## config.mk

```make
export PLATFORM = sky130hd
export DESIGN_NAME = ssw_switch
export DESIGN_NICKNAME = d
export VERILOG_FILES = /design/src/rtl/ssw_pkg.sv /design/src/rtl/ssw_ctrl_mem.sv /design/src/rtl/ssw_ds_path.sv /design/src/rtl/ssw_us_path.sv /design/src/rtl/ssw_switch.sv
export SDC_FILE = /design/constraint.sdc
export NUM_CORES = 1
export LEC_CHECK = 0
export BUFFER_PORTS_ARGS = -buffer_cell sky130_fd_sc_hd__buf_2
export CAP_MARGIN = 40
export CORE_MARGIN = 4
export CORE_UTILIZATION = 58
export DETAILED_ROUTE_END_ITERATION = 7
export PLACE_DENSITY = 0.89
export SYNTH_ARGS = -nofsm -noshare
export SYNTH_HDL_FRONTEND = slang
export SYNTH_HIERARCHICAL = 1
export SYNTH_SLANG_ARGS = --single-unit
export TNS_END_PERCENT = 10
```

## constraint.sdc

```tcl
create_clock -name clk -period 4.57 [get_ports clk]
set_clock_uncertainty 0.1 [all_clocks]
set_input_delay 0.6855 -clock clk [delete_from_list [all_inputs] [get_ports clk]]
set_output_delay 0.6855 -clock clk [all_outputs]
set_load 0.01 [all_outputs]
```

## src/rtl/ssw_pkg.sv

```systemverilog
package ssw_pkg;

   localparam int SLOT_W = 8;
   localparam int CODE_W = 4;

   typedef logic [1:0] dpair_t;

   localparam logic [CODE_W-1:0] CODE_HIZ  = 4'b1011;
   localparam logic [CODE_W-1:0] CODE_IDLE = 4'b0000;

   // Codes 01xx switch; the low two bits select the PCM bit pair.
   function automatic logic is_switch(input logic [CODE_W-1:0] c);
      return c[3:2] == 2'b01;
   endfunction

   function automatic dpair_t pick_pair(input logic [SLOT_W-1:0] b, input logic [1:0] sel);
      dpair_t r;
      case (sel)
         2'b11:   r = b[7:6];
         2'b10:   r = b[5:4];
         2'b01:   r = b[3:2];
         default: r = b[1:0];
      endcase
      return r;
   endfunction

   function automatic logic [SLOT_W-1:0] put_pair(input logic [SLOT_W-1:0] b,
                                                  input logic [1:0] sel,
                                                  input dpair_t d);
      logic [SLOT_W-1:0] r;
      r = b;
      case (sel)
         2'b11:   r[7:6] = d;
         2'b10:   r[5:4] = d;
         2'b01:   r[3:2] = d;
         default: r[1:0] = d;
      endcase
      return r;
   endfunction

endpackage

```

## src/rtl/ssw_ctrl_mem.sv

```systemverilog
module ssw_ctrl_mem
   import ssw_pkg::*;
#(
   parameter int NUM_PAIRS = 4,
   parameter int PTR_W     = 3,
   parameter int PAIR_W    = 2
) (
   input  logic                               clk,
   input  logic                               rst_n,
   input  logic                               frame_start,
   input  logic                               cfg_we,
   input  logic [PAIR_W-1:0]                  cfg_pair,
   input  logic                               cfg_dir,
   input  logic [CODE_W-1:0]                  cfg_code,
   input  logic [PTR_W-1:0]                   cfg_ptr,
   output logic [NUM_PAIRS-1:0][CODE_W-1:0]   ds_code,
   output logic [NUM_PAIRS-1:0][PTR_W-1:0]    ds_ptr,
   output logic [NUM_PAIRS-1:0][CODE_W-1:0]   us_code,
   output logic [NUM_PAIRS-1:0][PTR_W-1:0]    us_ptr
);

   for (genvar p = 0; p < NUM_PAIRS; p++) begin : g_entry
      logic [CODE_W-1:0] sh_ds_code, sh_us_code, ac_ds_code, ac_us_code;
      logic [PTR_W-1:0]  sh_ds_ptr,  sh_us_ptr,  ac_ds_ptr,  ac_us_ptr;
      logic              hit;

      assign hit = cfg_we && (cfg_pair == PAIR_W'(p));

      // Shadow copy: written at any time by the register port.
      always_ff @(posedge clk) begin
         if (!rst_n) begin
            sh_ds_code <= CODE_IDLE;
            sh_us_code <= CODE_IDLE;
            sh_ds_ptr  <= '0;
            sh_us_ptr  <= '0;
         end else if (hit) begin
            if (!cfg_dir) begin
               sh_ds_code <= cfg_code;
               sh_ds_ptr  <= cfg_ptr;
            end else begin
               sh_us_code <= cfg_code;
               sh_us_ptr  <= cfg_ptr;
            end
         end
      end

      // Active copy: loaded only on the frame boundary.
      always_ff @(posedge clk) begin
         if (!rst_n) begin
            ac_ds_code <= CODE_IDLE;
            ac_us_code <= CODE_IDLE;
            ac_ds_ptr  <= '0;
            ac_us_ptr  <= '0;
         end else if (frame_start) begin
            ac_ds_code <= sh_ds_code;
            ac_us_code <= sh_us_code;
            ac_ds_ptr  <= sh_ds_ptr;
            ac_us_ptr  <= sh_us_ptr;
         end
      end

      assign ds_code[p] = ac_ds_code;
      assign ds_ptr[p]  = ac_ds_ptr;
      assign us_code[p] = ac_us_code;
      assign us_ptr[p]  = ac_us_ptr;
   end

endmodule

```

## src/rtl/ssw_ds_path.sv

```systemverilog
module ssw_ds_path
   import ssw_pkg::*;
#(
   parameter int NUM_PAIRS = 4,
   parameter int PTR_W     = 3,
   parameter int PAIR_W    = 2
) (
   input  logic                              clk,
   input  logic                              rst_n,
   input  logic                              frame_start,
   input  logic                              pcm_vld,
   input  logic [PTR_W-1:0]                  pcm_ts,
   input  logic [SLOT_W-1:0]                 pcm_rx,
   input  logic                              if_vld,
   input  logic [PAIR_W-1:0]                 if_slot,
   input  logic [SLOT_W-3:0]                 if_tx_in,
   input  logic [NUM_PAIRS-1:0][CODE_W-1:0]  ds_code,
   input  logic [NUM_PAIRS-1:0][PTR_W-1:0]   ds_ptr,
   output logic [SLOT_W-1:0]                 if_tx_out,
   output logic                              if_d_oe,
   output logic                              if_tx_vld
);

   logic [NUM_PAIRS-1:0][1:0] hold_vec;

   // Per pair: collect during a frame, present during the next one.
   for (genvar p = 0; p < NUM_PAIRS; p++) begin : g_pair
      dpair_t cap_q, hold_q;
      logic   take;

      assign take = pcm_vld && is_switch(ds_code[p]) && (ds_ptr[p] == pcm_ts);

      always_ff @(posedge clk) begin
         if (!rst_n) begin
            cap_q  <= 2'b11;
            hold_q <= 2'b11;
         end else if (frame_start) begin
            hold_q <= cap_q;
            cap_q  <= 2'b11;
         end else if (take) begin
            cap_q  <= pick_pair(pcm_rx, ds_code[p][1:0]);
         end
      end

      assign hold_vec[p] = hold_q;
   end

   logic [CODE_W-1:0] cur_code;
   dpair_t            d_next;

   always_comb begin
      cur_code = ds_code[if_slot];
      d_next   = is_switch(cur_code) ? hold_vec[if_slot] : 2'b11;
   end

   always_ff @(posedge clk) begin
      if (!rst_n) begin
         if_tx_vld <= 1'b0;
         if_tx_out <= '1;
         if_d_oe   <= 1'b1;
      end else begin
         if_tx_vld <= if_vld;
         if (if_vld) begin
            if_tx_out <= {d_next, if_tx_in};
            if_d_oe   <= (cur_code != CODE_HIZ);
         end
      end
   end

endmodule

```

## src/rtl/ssw_us_path.sv

```systemverilog
module ssw_us_path
   import ssw_pkg::*;
#(
   parameter int NUM_PAIRS = 4,
   parameter int PTR_W     = 3,
   parameter int PAIR_W    = 2
) (
   input  logic                              clk,
   input  logic                              rst_n,
   input  logic                              frame_start,
   input  logic                              if_vld,
   input  logic [PAIR_W-1:0]                 if_slot,
   input  logic [1:0]                        if_rx_d,
   input  logic                              pcm_vld,
   input  logic [PTR_W-1:0]                  pcm_ts,
   input  logic [SLOT_W-1:0]                 pcm_tx_in,
   input  logic [NUM_PAIRS-1:0][CODE_W-1:0]  us_code,
   input  logic [NUM_PAIRS-1:0][PTR_W-1:0]   us_ptr,
   output logic [SLOT_W-1:0]                 pcm_tx_out,
   output logic                              pcm_tx_vld
);

   logic [NUM_PAIRS-1:0][1:0] hold_vec;

   for (genvar p = 0; p < NUM_PAIRS; p++) begin : g_pair
      dpair_t cap_q, hold_q;

      always_ff @(posedge clk) begin
         if (!rst_n) begin
            cap_q  <= 2'b11;
            hold_q <= 2'b11;
         end else if (frame_start) begin
            hold_q <= cap_q;
            cap_q  <= 2'b11;
         end else if (if_vld && (if_slot == PAIR_W'(p))) begin
            cap_q  <= if_rx_d;
         end
      end

      assign hold_vec[p] = hold_q;
   end

   // Highest index first, so the lowest matching pair is written last.
   logic [SLOT_W-1:0] merged;

   always_comb begin
      merged = pcm_tx_in;
      for (int p = NUM_PAIRS - 1; p >= 0; p--) begin
         if (is_switch(us_code[p]) && (us_ptr[p] == pcm_ts))
            merged = put_pair(merged, us_code[p][1:0], hold_vec[p]);
      end
   end

   always_ff @(posedge clk) begin
      if (!rst_n) begin
         pcm_tx_vld <= 1'b0;
         pcm_tx_out <= '1;
      end else begin
         pcm_tx_vld <= pcm_vld;
         if (pcm_vld) pcm_tx_out <= merged;
      end
   end

endmodule

```

## src/rtl/ssw_switch.sv

```systemverilog
module ssw_switch
   import ssw_pkg::*;
#(
   parameter int NUM_PAIRS  = 4,
   parameter int NUM_PCM_TS = 8,
   localparam int PAIR_W = (NUM_PAIRS > 1) ? $clog2(NUM_PAIRS) : 1,
   localparam int PTR_W  = (NUM_PCM_TS > 1) ? $clog2(NUM_PCM_TS) : 1
) (
   input  logic              clk,
   input  logic              rst_n,
   input  logic              frame_start,
   input  logic              cfg_we,
   input  logic [PAIR_W-1:0] cfg_pair,
   input  logic              cfg_dir,
   input  logic [3:0]        cfg_code,
   input  logic [PTR_W-1:0]  cfg_ptr,
   input  logic              pcm_vld,
   input  logic [PTR_W-1:0]  pcm_ts,
   input  logic [7:0]        pcm_rx,
   input  logic [7:0]        pcm_tx_in,
   output logic [7:0]        pcm_tx_out,
   output logic              pcm_tx_vld,
   input  logic              if_vld,
   input  logic [PAIR_W-1:0] if_slot,
   input  logic [1:0]        if_rx_d,
   input  logic [5:0]        if_tx_in,
   output logic [7:0]        if_tx_out,
   output logic              if_d_oe,
   output logic              if_tx_vld
);

   if (NUM_PAIRS < 1 || NUM_PAIRS > 64) begin : g_bad_pairs
      $fatal(1, "NUM_PAIRS out of range");
   end
   if (NUM_PCM_TS < 2 || NUM_PCM_TS > 1024) begin : g_bad_ts
      $fatal(1, "NUM_PCM_TS out of range");
   end

   logic [NUM_PAIRS-1:0][CODE_W-1:0] ds_code, us_code;
   logic [NUM_PAIRS-1:0][PTR_W-1:0]  ds_ptr, us_ptr;

   ssw_ctrl_mem #(.NUM_PAIRS(NUM_PAIRS), .PTR_W(PTR_W), .PAIR_W(PAIR_W)) u_cm (
      .clk        (clk),
      .rst_n      (rst_n),
      .frame_start(frame_start),
      .cfg_we     (cfg_we),
      .cfg_pair   (cfg_pair),
      .cfg_dir    (cfg_dir),
      .cfg_code   (cfg_code),
      .cfg_ptr    (cfg_ptr),
      .ds_code    (ds_code),
      .ds_ptr     (ds_ptr),
      .us_code    (us_code),
      .us_ptr     (us_ptr)
   );

   ssw_ds_path #(.NUM_PAIRS(NUM_PAIRS), .PTR_W(PTR_W), .PAIR_W(PAIR_W)) u_ds (
      .clk        (clk),
      .rst_n      (rst_n),
      .frame_start(frame_start),
      .pcm_vld    (pcm_vld),
      .pcm_ts     (pcm_ts),
      .pcm_rx     (pcm_rx),
      .if_vld     (if_vld),
      .if_slot    (if_slot),
      .if_tx_in   (if_tx_in),
      .ds_code    (ds_code),
      .ds_ptr     (ds_ptr),
      .if_tx_out  (if_tx_out),
      .if_d_oe    (if_d_oe),
      .if_tx_vld  (if_tx_vld)
   );

   ssw_us_path #(.NUM_PAIRS(NUM_PAIRS), .PTR_W(PTR_W), .PAIR_W(PAIR_W)) u_us (
      .clk        (clk),
      .rst_n      (rst_n),
      .frame_start(frame_start),
      .if_vld     (if_vld),
      .if_slot    (if_slot),
      .if_rx_d    (if_rx_d),
      .pcm_vld    (pcm_vld),
      .pcm_ts     (pcm_ts),
      .pcm_tx_in  (pcm_tx_in),
      .us_code    (us_code),
      .us_ptr     (us_ptr),
      .pcm_tx_out (pcm_tx_out),
      .pcm_tx_vld (pcm_tx_vld)
   );

endmodule

```

* Word level (Yosys, flattened, before mapping)
Cells that the tools add are included.
** Cells by class
- Eq/ne operators :: 48
- Reductions and logical operators :: 35
- Magnitude comparators :: 1
- Multiplexer cells :: 29
- Bitwise logic cells :: 2
** Operator list (number)
- equality test 2 bit (second input constant) :: 20
- equality test 2 x 1 -> 1 bit (second input constant) :: 19
- 2-to-1 mux 2 bit :: 18
- 2-to-1 mux 8 bit :: 4
- equality test 3 bit :: 8
- case mux 2 bit (3 select lines) :: 4
- logical AND 1 bit :: 20
- AND reduction 2 bit :: 8
- OR reduction 3 bit :: 4
- binary-select mux 4 bit (select 2 bit) :: 1
- binary-select mux 2 bit (select 2 bit) :: 1
- zero test 2 bit :: 2
- 2-to-1 mux 4 bit :: 1
- != test 4 bit (second input constant) :: 1
- less-than comparator 2 x 3 -> 1 bit (second input constant) :: 1
- NOT 1 bit :: 2
- OR reduction 2 bit :: 1
** Word-level totals
- Input port bits :: 45
- Flip-flop bits (word level) :: 163
- Output and inout bits :: 19

* Longest topological paths before layout
- Depth in word-level cells :: 10
- Mapped depth :: 5

* Cells and area by module
Netlist, hierarchy kept.
** Modules (own cells, without submodules)
- ssw_ctrl_mem :: times used 1, area each 4141.5 µm², cells each 377
- ssw_us_path :: times used 1, area each 1517.7 µm², cells each 175
- ssw_ds_path :: times used 1, area each 1463.9 µm², cells each 135

* Least setup slack after synthesis
OpenSTA, ideal clock, no wires.
- Path type :: in2reg
- Start point :: input pcm_ts[2]
- End point :: register u_us.pcm_tx_out[7]
- Data arrival time :: 1774 ps
- Required time :: 4340 ps
- Stages :: 5
- Library setup time :: 130 ps
- Path slack :: 2566 ps
- Buffers on the path :: 0
- Cell sequence :: xor2_1 > nor4_4 > a21oi_1 > a221oi_1 > o31ai_1
** Between the ends
- Longest elaborated chain between the ends :: 9
- Elaborated cells on any way between the ends :: 15
** RTL lines
- start: declaration :: RTL line ssw_switch.sv:18 : input logic [PTR_W-1:0] pcm_ts,
- equality test 3 bit :: RTL line ssw_us_path.sv:49 : if (is_switch(us_code[p]) && (us_ptr[p] == pcm_ts))
- logical AND 1 bit :: RTL line ssw_us_path.sv:49
- 2-to-1 mux 8 bit :: RTL line ssw_us_path.sv:49
- 2-to-1 mux 2 bit :: RTL line ssw_pkg.sv:32 : case (sel)
- 2-to-1 mux 8 bit :: RTL line ssw_us_path.sv:49
- 2-to-1 mux 2 bit :: RTL line ssw_pkg.sv:32
- 2-to-1 mux 8 bit :: RTL line ssw_us_path.sv:49
- 2-to-1 mux 2 bit :: RTL line ssw_pkg.sv:32
- 2-to-1 mux 8 bit (*) :: RTL line ssw_us_path.sv:49
- end signal: assignment :: RTL line ssw_us_path.sv:60 : if (pcm_vld) pcm_tx_out <= merged;
- end: declaration :: RTL line ssw_us_path.sv:19 : output logic [SLOT_W-1:0] pcm_tx_out,
Mark *: on every way between the ends. The rest lies on a longest branch, timed or not.
A chain may end at the register's enable or synchronous reset.

* Worst setup path in the final report
- Start point :: input pcm_ts[2]
- End point :: register u_us.pcm_tx_out[6]
Same word-level chain as after synthesis.

==> reports/qor.csv <==
metric,value,unit
Final Power,0.00307,W
DR pass1 iterations,5,
Sw Share,0.221,
final number of hold-violating endpoints,0,
"Clk Latency, worst-skew pair",0.42,ns
CTS Hold Bufs,0,
Root Driver,clkbuf_16,
Sw Pwr,0.000679,W
Worst-path clk slew,0.06,ns
pre-CTS setup slack,2.05,ns
post-DP HPWL,11400,µm
die height,119,µm
Max Transition Viols Final,0,
crit end category,flop,
DR vias/cell,6.05,
leakage,3.54,nW
synth top area cells,"dfxtp_1 (46%), mux2i_1 (20%), nand2_1 (5.7%)",
vias in the first global route,5475,
cell taking the most area after synthesis,dfxtp_1,
full die area,14100,µm²
Setup Viol. Count Final,0,
met1 Use GR,0.298,
syn_nets,732,
Die W,119,µm
global-route wire length before repair,27600,µm
RD Place Congestion,0.905,
NumNets Final,783,
Gate power share,0.072,
worst stage delay on the critical path,0.54,ns
Core Rows,40,
grt met3 use,0.0708,
final core occ,0.674,
"Cell Chain, Critical Path","buf_2, xor2_1, nor4_4, a21oi_1, a221oi_1, o31ai_1",
n_diodes,0,
Int Pwr,0.00240,W
adder-cell share of the synthesized area,0,
MaxCap Viol Count,0,
Initial Utilization,0.593,
Final Worst Setup Slack,2.35,ns
area share of the largest cell type after synthesis,0.458,
Clock Path Buffers,2,
Num CTS Buffers,17,
sequential share of power,0.477,
clock sink count,163,
DRC Markers,0,
Iter 0 DRT Violations,564,
routed length per instance,18.8,µm
Synth Register Bits,163,
Synth cell types,46,
"EDFF count, synth",0,
"Seq/Total Area, Yosys",0.458,
busiest metal layer after global routing,met2,
final std cells w/o fill,896,
Worst Tran Pin Value,0.737,ns
Max Clock Freq,451,MHz
slowest CP cell,nor4_4,
Syn Std Cell Area,7120,µm²
Placed Instances,866,
Slew HR,0.506,
Power per Cell Area,380,nW/µm²
worst path required time,4.75,ns
total congestion overflow,0,
post-CTS resize count,0,
min Tclk post-route,2.22,ns
# port buffers,63,
"Avg Cell Area, Syn",10.4,µm²
GR Util All Layers,0.244,
clock network power share,0.451,
Post-DRT Antenna Nets,0,
Synth Area in Simple Gates,0.170,
CTS H-Tree Depth,4,
worst hold path class,flop to flop,
area growth from synthesis to layout,13.7,%
largest net degree at the start of global routing,57,
WHS Path Cells,2,
Post-CTS Setup Repair Bufs,0,
Worst EP arrival,2.40,ns
combinational family with the most area after synthesis,multiplexers,
core box area,12000,µm²
"Worst Path Class, Setup",primary input to flop,
total number of vias,5421,
Synth Area in Compound Gates,0.0639,
ys async rst share,0,
Yosys warning count,6,
crit-path max FO,9,
VDD IR max,275,µV
Syn Inst Count,687,
met2 Use GR,0.409,
"wirelength, routed",16900,µm
most frequent cells in the layout,"dfxtp_1 (163), mux2i_1 (142), nand2_1 (109)",
status,"finished, final reports clean",
TNS Setup,0,ns
Ports,64,
Synth Area in XOR/XNOR,0.0295,
Synth Flop Type,dfxtp_1,
initial antenna violation count,0,
CTS tree,yes,
share of cells above drive strength 1,0.150,
R2R cell count,5,
RSZ-0062 raised after global routing,no,
"commonest non-fill, non-tap cell in the layout",dfxtp_1,
mux cell area share after synthesis,0.249,
startpoint types,primary input,
r2r setup slk,2.53,ns
period utilization,0.485,
==> worst paths after layout <==
kind	from	endpoint
worst min register to register	u_cm/g_entry[2].sh_us_code[0]	u_cm/g_entry[2].sh_us_code[0]
worst max-delay path	pcm_ts[2]	u_us/pcm_tx_out[6]
worst max register to register	u_cm/g_entry[0].ac_us_ptr[2]	u_us/pcm_tx_out[6]
worst min-delay path	u_cm/g_entry[2].sh_us_code[0]	u_cm/g_entry[2].sh_us_code[0]
==> layer usage <==
layer / vias up / share of wire
li1: 2520 / -
met1: 2614 / 0.42
met2: 239 / 0.49
met3: 48 / 0.069
met4: 0 / 0.025
met5: - / 0
==> per-stage QoR <==
step	area (µm²)	hold slack [ns]
after floorplan	7120	0.332
after global placement	7500	0.342
after detailed placement	7530	0.353
after CTS	8100	0.362
after global routing	8100	0.380
final	8100	0.359
==> logic make-up (layout without fill, tap and decap cells) <==
| kind of cell | count (synthesis) | after routing |
|---|---|---|
| xor gates and xnor gates | 24 | 24 |
| and+or+nand+nor | 232 | 232 |
| buffers and inverters | 48 | 110 |
| muxes | 159 | 159 |
| DFF | 163 | 163 |
| AOI/OAI and AO/OA | 61 | 61 |
==> worst max-delay path, delay by kind of cell <==
family,cells,cell delay [ns]
xor+xnor,1,0.21
buf+inv,1,0.18
compound gates,3,0.78
simple gates,1,0.54
==> area by class of cell <==
cell class                      instances  area (µm²)
Clock inverter                          5        75.1
Tap cell                              147         184
Timing Repair Buffer                   67         370
Sequential cell                       163        3260
Clock buffer                           25         495
Multi-Input combinational cell        476        3660
Fill cell                             848        3920
Inverter                               13        48.8
==> cell usage after synthesis (2+ instances only) <==
cell	count
or4_1	4
nor4bb_1	3
o211ai_1	12
o41ai_1	8
nand3_1	8
o211a_1	2
nor4_2	2
dfxtp_1	163
a22oi_1	2
xnor2_1	3
o21ai_0	8
mux2_2	4
o311a_1	2
clkbuf_1	18
and3_1	2
a21oi_1	4
nand3b_1	7
mux4_1	4
nand2_1	109
nand4_1	4
buf_1	3
and3_2	2
a21o_1	6
o21ai_1	2
nand4bb_1	2
o31ai_1	4
mux2i_1	142
nand4b_1	3
buf_2	12
nor2_1	14
nor2b_1	62
xor2_1	21
a221oi_1	9
nand2b_1	5
inv_1	12
mux4_2	9
==> power by group through the flow <==
stage | Clock [W] | Sequential, W | Combinational [W]
3_5_place_dp | 0 | 0.00150 | 0.000217
4_1_cts | 0.00139 | 0.00147 | 0.000219
5_1_grt | 0.00145 | 0.00147 | 0.000239
2_1_floorplan | 0 | 0.00150 | 0.000138
6_report | 0.00139 | 0.00147 | 0.000222
3_3_place_gp | 0 | 0.00149 | 0.000206
==> registers in the layout (all words and copies together), names as in the netlist, 12 cells and up <==
register	count
u_cm/g_entry.ac_ds_code	16
u_cm/g_entry.sh_us_code	16
u_cm/g_entry.ac_us_code	16
u_cm/g_entry.ac_ds_ptr	12
u_cm/g_entry.sh_us_ptr	12
u_cm/g_entry.ac_us_ptr	12
u_cm/g_entry.sh_ds_ptr	12
u_cm/g_entry.sh_ds_code	16
(Power assumes the default switching activity.)
